==> config.mk <==
export PLATFORM = sky130hd
export DESIGN_NAME = flash_ctrl
export DESIGN_NICKNAME = d
export VERILOG_FILES = /design/src/rtl/flash_pkg.sv /design/src/rtl/flash_tmr.sv /design/src/rtl/flash_seq.sv /design/src/rtl/flash_ctrl.sv
export SDC_FILE = /design/constraint.sdc
export NUM_CORES = 1
export LEC_CHECK = 0
export ABC_AREA = 1
export CORE_ASPECT_RATIO = 0.8
export CORE_MARGIN = 5
export CORE_UTILIZATION = 50
export CTS_CLUSTER_DIAMETER = 30
export DETAILED_ROUTE_END_ITERATION = 8
export PLACE_DENSITY = 0.74
export SYNTH_ARGS = -nofsm -noshare
export SYNTH_HDL_FRONTEND = slang
export SYNTH_SLANG_ARGS = --single-unit
==> constraint.sdc <==
create_clock -name clk -period 1.8 [get_ports clk]
set_input_delay 0.27 -clock clk [delete_from_list [all_inputs] [get_ports clk]]
set_output_delay 0.27 -clock clk [all_outputs]
set_load 0.01 [all_outputs]
==> src/rtl/flash_pkg.sv <==
package flash_pkg;

   typedef enum logic {
      DUR_SHORT = 1'b0,
      DUR_LONG  = 1'b1
   } dur_e;

   function automatic int max2(input int a, input int b);
      return (a > b) ? a : b;
   endfunction

endpackage

==> src/rtl/flash_tmr.sv <==
module flash_tmr #(
   parameter int W        = 10,
   parameter int TOP_SHORT = 100,
   parameter int TOP_LONG  = 600
) (
   input  logic clk,
   input  logic rst,
   input  logic tick,
   input  logic load,
   input  flash_pkg::dur_e sel,
   output logic active
);
   localparam logic [W-1:0] LD_S = W'(TOP_SHORT);
   localparam logic [W-1:0] LD_L = W'(TOP_LONG);

   logic [W-1:0] cnt;

   always_ff @(posedge clk) begin
      if (rst) begin
         cnt <= '0;
      end else if (load) begin
         cnt <= (sel == flash_pkg::DUR_LONG) ? LD_L : LD_S;
      end else if (tick && cnt != '0) begin
         cnt <= cnt - 1'b1;
      end
   end

   assign active = (cnt != '0);

   assert_load_arms_R2: assert property (@(posedge clk) disable iff (rst)
      load |=> active);

   assert_no_wrap_R3: assert property (@(posedge clk) disable iff (rst)
      (!load && cnt == '0) |=> cnt == '0);

endmodule

==> src/rtl/flash_seq.sv <==
module flash_seq #(
   parameter int               CODE_W      = 5,
   parameter logic [CODE_W-1:0] RECALL_CODE = 5'd16
) (
   input  logic              clk,
   input  logic              rst,
   input  logic              code_vld,
   input  logic [CODE_W-1:0] code,
   input  logic              brk_act,
   input  logic              lock_act,
   output logic              start,
   output logic              rdptr_clr,
   output logic              fwd_vld,
   output logic [CODE_W-1:0] fwd_code
);
   logic is_recall;

   assign is_recall = (code == RECALL_CODE);
   assign start     = code_vld && is_recall && !lock_act;

   always_ff @(posedge clk) begin
      if (rst) begin
         rdptr_clr <= 1'b0;
         fwd_vld   <= 1'b0;
         fwd_code  <= '0;
      end else begin
         rdptr_clr <= start;
         fwd_vld   <= code_vld && !is_recall && !brk_act;
         if (code_vld && !is_recall && !brk_act) begin
            fwd_code <= code;
         end
      end
   end

   assert_clr_single_R5: assert property (@(posedge clk) disable iff (rst)
      rdptr_clr |=> !rdptr_clr);

   assert_recall_kept_R7: assert property (@(posedge clk) disable iff (rst)
      fwd_vld |-> fwd_code != RECALL_CODE);

endmodule

==> src/rtl/flash_ctrl.sv <==
module flash_ctrl #(
   parameter int               CODE_W        = 5,
   parameter logic [CODE_W-1:0] RECALL_CODE   = 5'd16,
   parameter int               BRK_SHORT_MS  = 100,
   parameter int               BRK_LONG_MS   = 600,
   parameter int               LOCK_SHORT_MS = 810,
   parameter int               LOCK_LONG_MS  = 850
) (
   input  logic              clk,
   input  logic              rst,
   input  logic              ms_tick,
   input  logic              dur_long,
   input  logic              code_vld,
   input  logic [CODE_W-1:0] code,
   output logic              line_n,
   output logic              tx_mute,
   output logic              dial_mute,
   output logic              kbd_inhibit,
   output logic              rdptr_clr,
   output logic              fwd_vld,
   output logic [CODE_W-1:0] fwd_code
);
   import flash_pkg::*;

   localparam int CNT_W = $clog2(max2(max2(LOCK_SHORT_MS, LOCK_LONG_MS),
                                      max2(BRK_SHORT_MS, BRK_LONG_MS)) + 1);
   localparam int T_SHORT [2] = '{BRK_SHORT_MS, LOCK_SHORT_MS};
   localparam int T_LONG  [2] = '{BRK_LONG_MS,  LOCK_LONG_MS};

   if (BRK_SHORT_MS < 1 || BRK_LONG_MS < 1) begin : g_bad_brk
      $error("flash_ctrl: break lengths must be at least one tick");
   end
   if (LOCK_SHORT_MS <= BRK_SHORT_MS || LOCK_LONG_MS <= BRK_LONG_MS) begin : g_bad_lock
      $error("flash_ctrl: spacing window must outlast its break");
   end
   if (CODE_W < 1) begin : g_bad_w
      $error("flash_ctrl: code width must be positive");
   end

   logic [1:0] act;
   logic       start;
   dur_e       sel;

   assign sel = dur_long ? DUR_LONG : DUR_SHORT;

   for (genvar i = 0; i < 2; i++) begin : g_tmr
      flash_tmr #(
         .W        (CNT_W),
         .TOP_SHORT(T_SHORT[i]),
         .TOP_LONG (T_LONG[i])
      ) u_tmr (
         .clk   (clk),
         .rst   (rst),
         .tick  (ms_tick),
         .load  (start),
         .sel   (sel),
         .active(act[i])
      );
   end

   flash_seq #(
      .CODE_W     (CODE_W),
      .RECALL_CODE(RECALL_CODE)
   ) u_seq (
      .clk      (clk),
      .rst      (rst),
      .code_vld (code_vld),
      .code     (code),
      .brk_act  (act[0]),
      .lock_act (act[1]),
      .start    (start),
      .rdptr_clr(rdptr_clr),
      .fwd_vld  (fwd_vld),
      .fwd_code (fwd_code)
   );

   assign line_n      = !act[0];
   assign tx_mute     = act[0];
   assign dial_mute   = act[0];
   assign kbd_inhibit = act[0];

   assert_clr_in_break_R5: assert property (@(posedge clk) disable iff (rst)
      rdptr_clr |-> !line_n);

   assert_break_in_lock_R8: assert property (@(posedge clk) disable iff (rst)
      act[0] |-> act[1]);

   assert_lock_blocks_R8: assert property (@(posedge clk) disable iff (rst)
      act[1] |=> !rdptr_clr);

   assert_quiet_in_break_R6: assert property (@(posedge clk) disable iff (rst)
      (!line_n && $past(!line_n)) |-> !fwd_vld);

   assert_recall_starts_R2: assert property (@(posedge clk) disable iff (rst)
      (code_vld && code == RECALL_CODE && !act[1]) |=> (!line_n && rdptr_clr));

endmodule

# --- Yosys cells after proc, flatten, opt, wreduce, memory -nomap -nowiden ---
# Index checks and enable logic that the tools add are counted.
op_classes:
  add_sub_neg: 2
  multipliers: 0
  n_div: 0
  order_cmp: 0
  n_eq_ne: 1
  shift: 0
  muxes: 7
  bitwise_logic: 0
  n_reduce_logical: 13
op_table:
  columns: ["operator", "count"]
  rows:
  - ["$mux 10", 5]
  - ["$reduce_bool 10->1", 2]
  - ["$sub 10x1->10 const B", 2]
  - ["$mux 7", 1]
  - ["$logic_and 1x1->1", 6]
  - ["$eq 5x5->1 const B", 1]
  - ["$reduce_bool 2->1", 2]
  - ["$logic_not 1->1", 3]
  - ["$mux 1", 1]
word_totals:
  register_bits: 27
  latchBits: 0
  ramBits: 0
  rom_bits: 0
  inputBits: 10
  output_inout_bits: 11
  memories: 0

# --- Logic depth before layout (Yosys ltp) ---
depth:
  depth_word: 4
  mapped_depth: 11
  depth_no_buf: 11

# --- Hierarchy ---
# A second synthesis with hierarchy kept.
hier_totals:
  cells_unflattened: 233
  area_unflattened_um2: 1600.3
by_module_without_submodules:
  columns: ["module", "n_inst", "cells_per_inst", "area_each_um2", "seq_area_each_um2"]
  rows:
  - ["flash_tmr at g_tmr[1].u_tmr", 1, 104, 660.6, 200.2]
  - ["flash_tmr at g_tmr[0].u_tmr", 1, 95, 634.4, 200.2]
  - ["flash_seq", 1, 31, 286.5, 140.1]
  - ["flash_ctrl", 1, 3, 18.8, 0.0]

# --- Worst setup path before layout ---
# Ideal clock, no wire load.
synth_timing:
  path_type: "reg2reg"
  startpoint: "reg g_tmr[0].u_tmr.cnt[0]"
  endpoint: "reg g_tmr[0].u_tmr.cnt[3]"
  setup_ns: 0.117
  arrival_ns: 1.360
  required_ns: 1.683
  slack_ns: 0.323
  stages_incl_launch_ff: 11
  cell_sequence: "dfxtp_1 > inv_1 > ha_1 > nand3_2 > inv_2 > nand2_2 > nand2_4 > nand2_1 > nand2_1 > a21oi_1 > nor2_1"
synth_via:
  elab_chain_cells: 3
synth_rtl:
  columns: ["element", "line_no", "source"]
  rows:
  - ["start, declared", "flash_tmr.sv:16", "logic [W-1:0] cnt;"]
  - ["start signal, assigned", "flash_tmr.sv:22", "cnt <= (sel == flash_pkg::DUR_LONG) ? LD_L : LD_S;"]
  - ["start signal, assigned", "flash_tmr.sv:24", "cnt <= cnt - 1'b1;"]
  - ["$reduce_bool 10->1", null, null]
  - ["via dial_mute", "flash_ctrl.sv:17", "output logic dial_mute,"]
  - ["$logic_and 1x1->1", "flash_tmr.sv:23", "end else if (tick && cnt != '0) begin"]
  - ["$reduce_bool 2->1 (no line)", null, null]
# The timed path passes the listed nets, and every way through them passes these cells. The select of a mux whose other input is x is not followed.
# A chain may end at the register's enable or synchronous reset.

# --- Final worst setup path ---
layout_timing:
  startpoint: "reg g_tmr[0].u_tmr.cnt[1]"
  endpoint: "out dial_mute"
layout_via:
  elab_chain_cells: 1
layout_rtl:
  columns: ["element", "line_no", "source"]
  rows:
  - ["$reduce_bool 10->1", "flash_tmr.sv:28", "assign active = (cnt != '0);"]
  - ["end, declared", "flash_ctrl.sv:17", null]
# No other way between the ends.

==> out/qor.csv <==
stage,metric,value,unit
run_status,status,completed,
layout,area growth from synthesis to layout,25.4,%
synthesis,complex-gate fraction of the synthesized area,8.62,%
synthesis,mux contribution to synthesized area,0,%
setup_path,category of the worst setup path capture point,output pin,
setup_path,"Arr. time, crit path",1410,ps
synthesis,dominant combinational cell family by area after synthesis,simple AND/OR/NAND/NOR gates,
power_and_ir_drop,post-route total power,0.00408,W
setup_path,Critical Path Source Type,flip-flop,
power_and_ir_drop,maximum ir drop on the vdd rail,0.00111,V
min_path,hold depth,1,
grt,via count of the first global-routing pass,1369,
layout,layout cell share with drive strength beyond 1,14.9,%
setup_path,Setup Crit Path Kind,reg -> out,
timing,f_max,594,MHz
setup_path,worst r2r path cells,11,
setup_path,worst reg2reg path startpoint,g_tmr[0].u_tmr.cnt[1]$_SDFFE_PP0P_,
grt,number of antenna violations at the first check in global routing,0,
power_and_ir_drop,leakage power total,0.915,nW
placement,dpl cells,297,
clock_tree,sinks on the clock net,27,
clock_tree,clock edge transition at the registers on the reported setup and hold paths,80,ps
placement,setup slack after placement,48.1,ps
timing,sum of negative setup slack,0,ps
layout,layout net count,275,
setup_path,"Req. time, crit path",1530,ps
grt,met2 Resource Use GR,28.8,%
clock_tree,clock buffer depth,2,
clock_tree,CTS Buf Count,3,
clock_tree,H-tree depth,1,
layout,total inserted antenna cells,0,
min_path,WHS Endpoint,g_tmr[1].u_tmr.cnt[0]$_SDFFE_PP0P_,
min_path,hold crit path type,reg -> reg,
min_path,start point of the worst min-delay path,g_tmr[1].u_tmr.cnt[0]$_SDFFE_PP0P_,
timing,skew final,11.2,ps
synthesis,total nets after synthesis,241,
grt,total gr overflow,0,
power_and_ir_drop,pwr/cell area,2120,nW/um^2
timing,portion of the clock cycle consumed by the worst path in the final layout,93.5,%
synthesis,Synth Area in Adders,2.44,%
clock_tree,clock tree from TritonCTS,done,
layout,filler instances,291,
route,final routed wirelength across all metal layers,3450,um
timing,Hold Fails Final Rpt,0,
grt,met3 demand-to-capacity share in global routing,4.75,%
synthesis,share of the yosys chip area belonging to registers,35.2,%
timing,unrepaired setup endpoints after global routing,false,
floorplan,Initial Utilization,51.0,%
layout,Multi-input gate area,871,um^2
layout,Seq. cell area,541,um^2
timing,min Tclk post-route,1680,ps
timing,count of endpoints failing setup in the final report,0,
floorplan,# IOs,21,
setup_path,largest fanout of any net on the critical path,6,
floorplan,full die area,4290,um^2
grt,busiest layer in global routing,met2,
setup_path,worst-case register-to-register setup slack,200,ps
job,Max-Cap Viols,0,
floorplan,placeable core region,3020,um^2
synthesis,syn_area_per_cell,6.74,um^2
clock_tree,source-to-sink clock delay at the later pin of the worst-skew pair,280,ps
route,Detailed Route Iter0 Violations,68,
placement,final estimated routing congestion in global placement,0.845,
synthesis,number of distinct library cells after synthesis,29,
synthesis,fraction of the mapped netlist area in simple logic gates,41.6,%
route,routed vias/inst,4.80,
synthesis,netlist area before placement,1540,um^2
placement,Detail Placement HPWL,2600,um
route,total iterations of the first detailed-routing run,4,
route,count of antenna-violating nets left after detailed routing,0,
grt,GRT met1 Usage,24.6,%
synthesis,Yosys warning count,0,
synthesis,gate count of the mapped netlist,228,
grt,first-pass GRT wire length,6090,um
timing,Max-Slew Margin vs Limit,73.8,%
route,residual DRC count,0,
layout,final std cells w/o fill,301,
grt,gr usage total,17.8,%
floorplan,number of standard-cell rows in the floorplan,18,
setup_path,Crit Reg-Reg Endpoint,g_tmr[0].u_tmr.cnt[3]$_SDFFE_PP0P_,
floorplan,die height,59.6,um
clock_tree,clock root buffer master,clkbuf_8,
route,average wire per cell in the routed design,11.4,um
grt,largest net degree at the start of global routing,17,
timing,Final Hold Slack,458,ps
placement,number of buffers inserted by port buffering,20,
floorplan,overall die width,72,um
timing,slew at the pin closest to its max-slew limit,393,ps
synthesis,post-synthesis share of cell area spent on xor and xnor gates,2.85,%
timing,Pins Over Slew Limit,0,
timing,setup slack of the critical path after layout,116,ps
clock_tree,total of hold buffers inserted after clock tree synthesis,0,
synthesis,synthesized flop and latch total,27,
route,routed vias,1444,
-- report_power, final --
group | internal, W | switching [W] | total, W | leakage [nW]
registers | 0.000852 | 0.000220 | 0.00107 | 0.221
clock network | 0.000159 | 0.000187 | 0.000346 | 0.0228
logic | 0.00114 | 0.00153 | 0.00266 | 0.671
-- metrics by stage --
stage	cell area [um^2]	util, %
floorplan	1540	-
global placement	1870	62.1
detailed placement	1870	62.1
CTS	1920	63.5
global route	1930	63.9
finish	1930	63.9
-- kinds of logic (layout without fill, tap and decap cells) --
logic type,after synthesis,in the layout
XOR/XNOR,5,5
AND/OR/NAND/NOR,134,134
AO/OA/AOI/OAI,25,25
flip-flops,27,27
adder cells (fa/ha/maj),3,3
buffers and inverters,34,67
-- layout make-up --
cell class	count	area share (%)
clock buffer	4	2.34
inverter	28	5.45
multi-input combinational	167	45.2
sequential	27	28.0
tap	40	2.60
timing repair buffer	35	16.4
-- registers in the layout (all words and copies together) (netlist names) --
register,flops
g_tmr.u_tmr.cnt,20
u_seq.fwd_vld,1
u_seq.rdptr_clr,1
u_seq.fwd_code,5
-- cells in the mapped netlist --
library cell	number	share of area, %
nor2_4	3	2.2
dfxtp_1	27	35
o21ai_2	1	0.57
nand2_2	3	1.2
xnor2_1	1	0.57
ha_1	3	2.4
o31ai_1	1	0.49
and3_1	1	0.41
clkbuf_1	2	0.49
nor2_1	32	7.8
buf_4	2	0.98
nand3_1	24	7.8
inv_1	27	6.6
a21oi_1	16	5.2
nand4_1	4	1.6
o21ai_0	6	2.0
a31oi_1	1	0.41
xor2_1	4	2.3
nand3b_1	2	0.98
nand3_2	3	2.0
nand2_4	2	1.5
nand2_1	55	13
or2_2	1	0.41
nand3_4	1	1.1
inv_2	1	0.24
buf_2	1	0.33
nor2_2	2	0.81
buf_6	1	0.73
nor3_1	1	0.33
-- cells in the final DEF, fill, tap and decap left out, types with 14 or more instances in the layout --
cell,count
a21oi_1,16
buf_4,14
clkdlybuf4s50_1,16
dfxtp_1,27
inv_1,27
nand2_1,54
nand3_1,24
nor2_1,31
-- worst max-delay path, cell delays in order (launching register included) --
cell and delay, ps:
dfxtp_1 320, inv_1 120, ha_4 170, nand3_2 100, inv_2 60, nand2_2 80
dlygate4sd2_1 300
-- metal layers --
metal	up-vias	part of all wire, %
li1	791	-
met1	625	51
met3	2	5.4
met2	26	44
met4	0	0.35
met5	-	0
-- timing repair --
item,in CTS,in global routing
setup buffers,0,0
pin swaps,0,1
setup endpoints to repair,4,6
resized for setup,5,7
-- worst max-delay path by stage --
stage / depth (start not counted) / endpoint / slack (ps) / start
after floorplan: 10 / g_tmr[0].u_tmr.cnt[3]$_SDFFE_PP0P_ / 320 / g_tmr[0].u_tmr.cnt[0]$_SDFFE_PP0P_
after global placement: 7 / line_n / 90 / g_tmr[0].u_tmr.cnt[0]$_SDFFE_PP0P_
after detailed placement: 7 / line_n / 50 / g_tmr[0].u_tmr.cnt[0]$_SDFFE_PP0P_
after CTS: 7 / line_n / 30 / g_tmr[0].u_tmr.cnt[0]$_SDFFE_PP0P_
after global routing: 6 / dial_mute / 6 / g_tmr[0].u_tmr.cnt[0]$_SDFFE_PP0P_
final: 6 / dial_mute / 120 / g_tmr[0].u_tmr.cnt[1]$_SDFFE_PP0P_
Power figures use the tool's default switching activity.
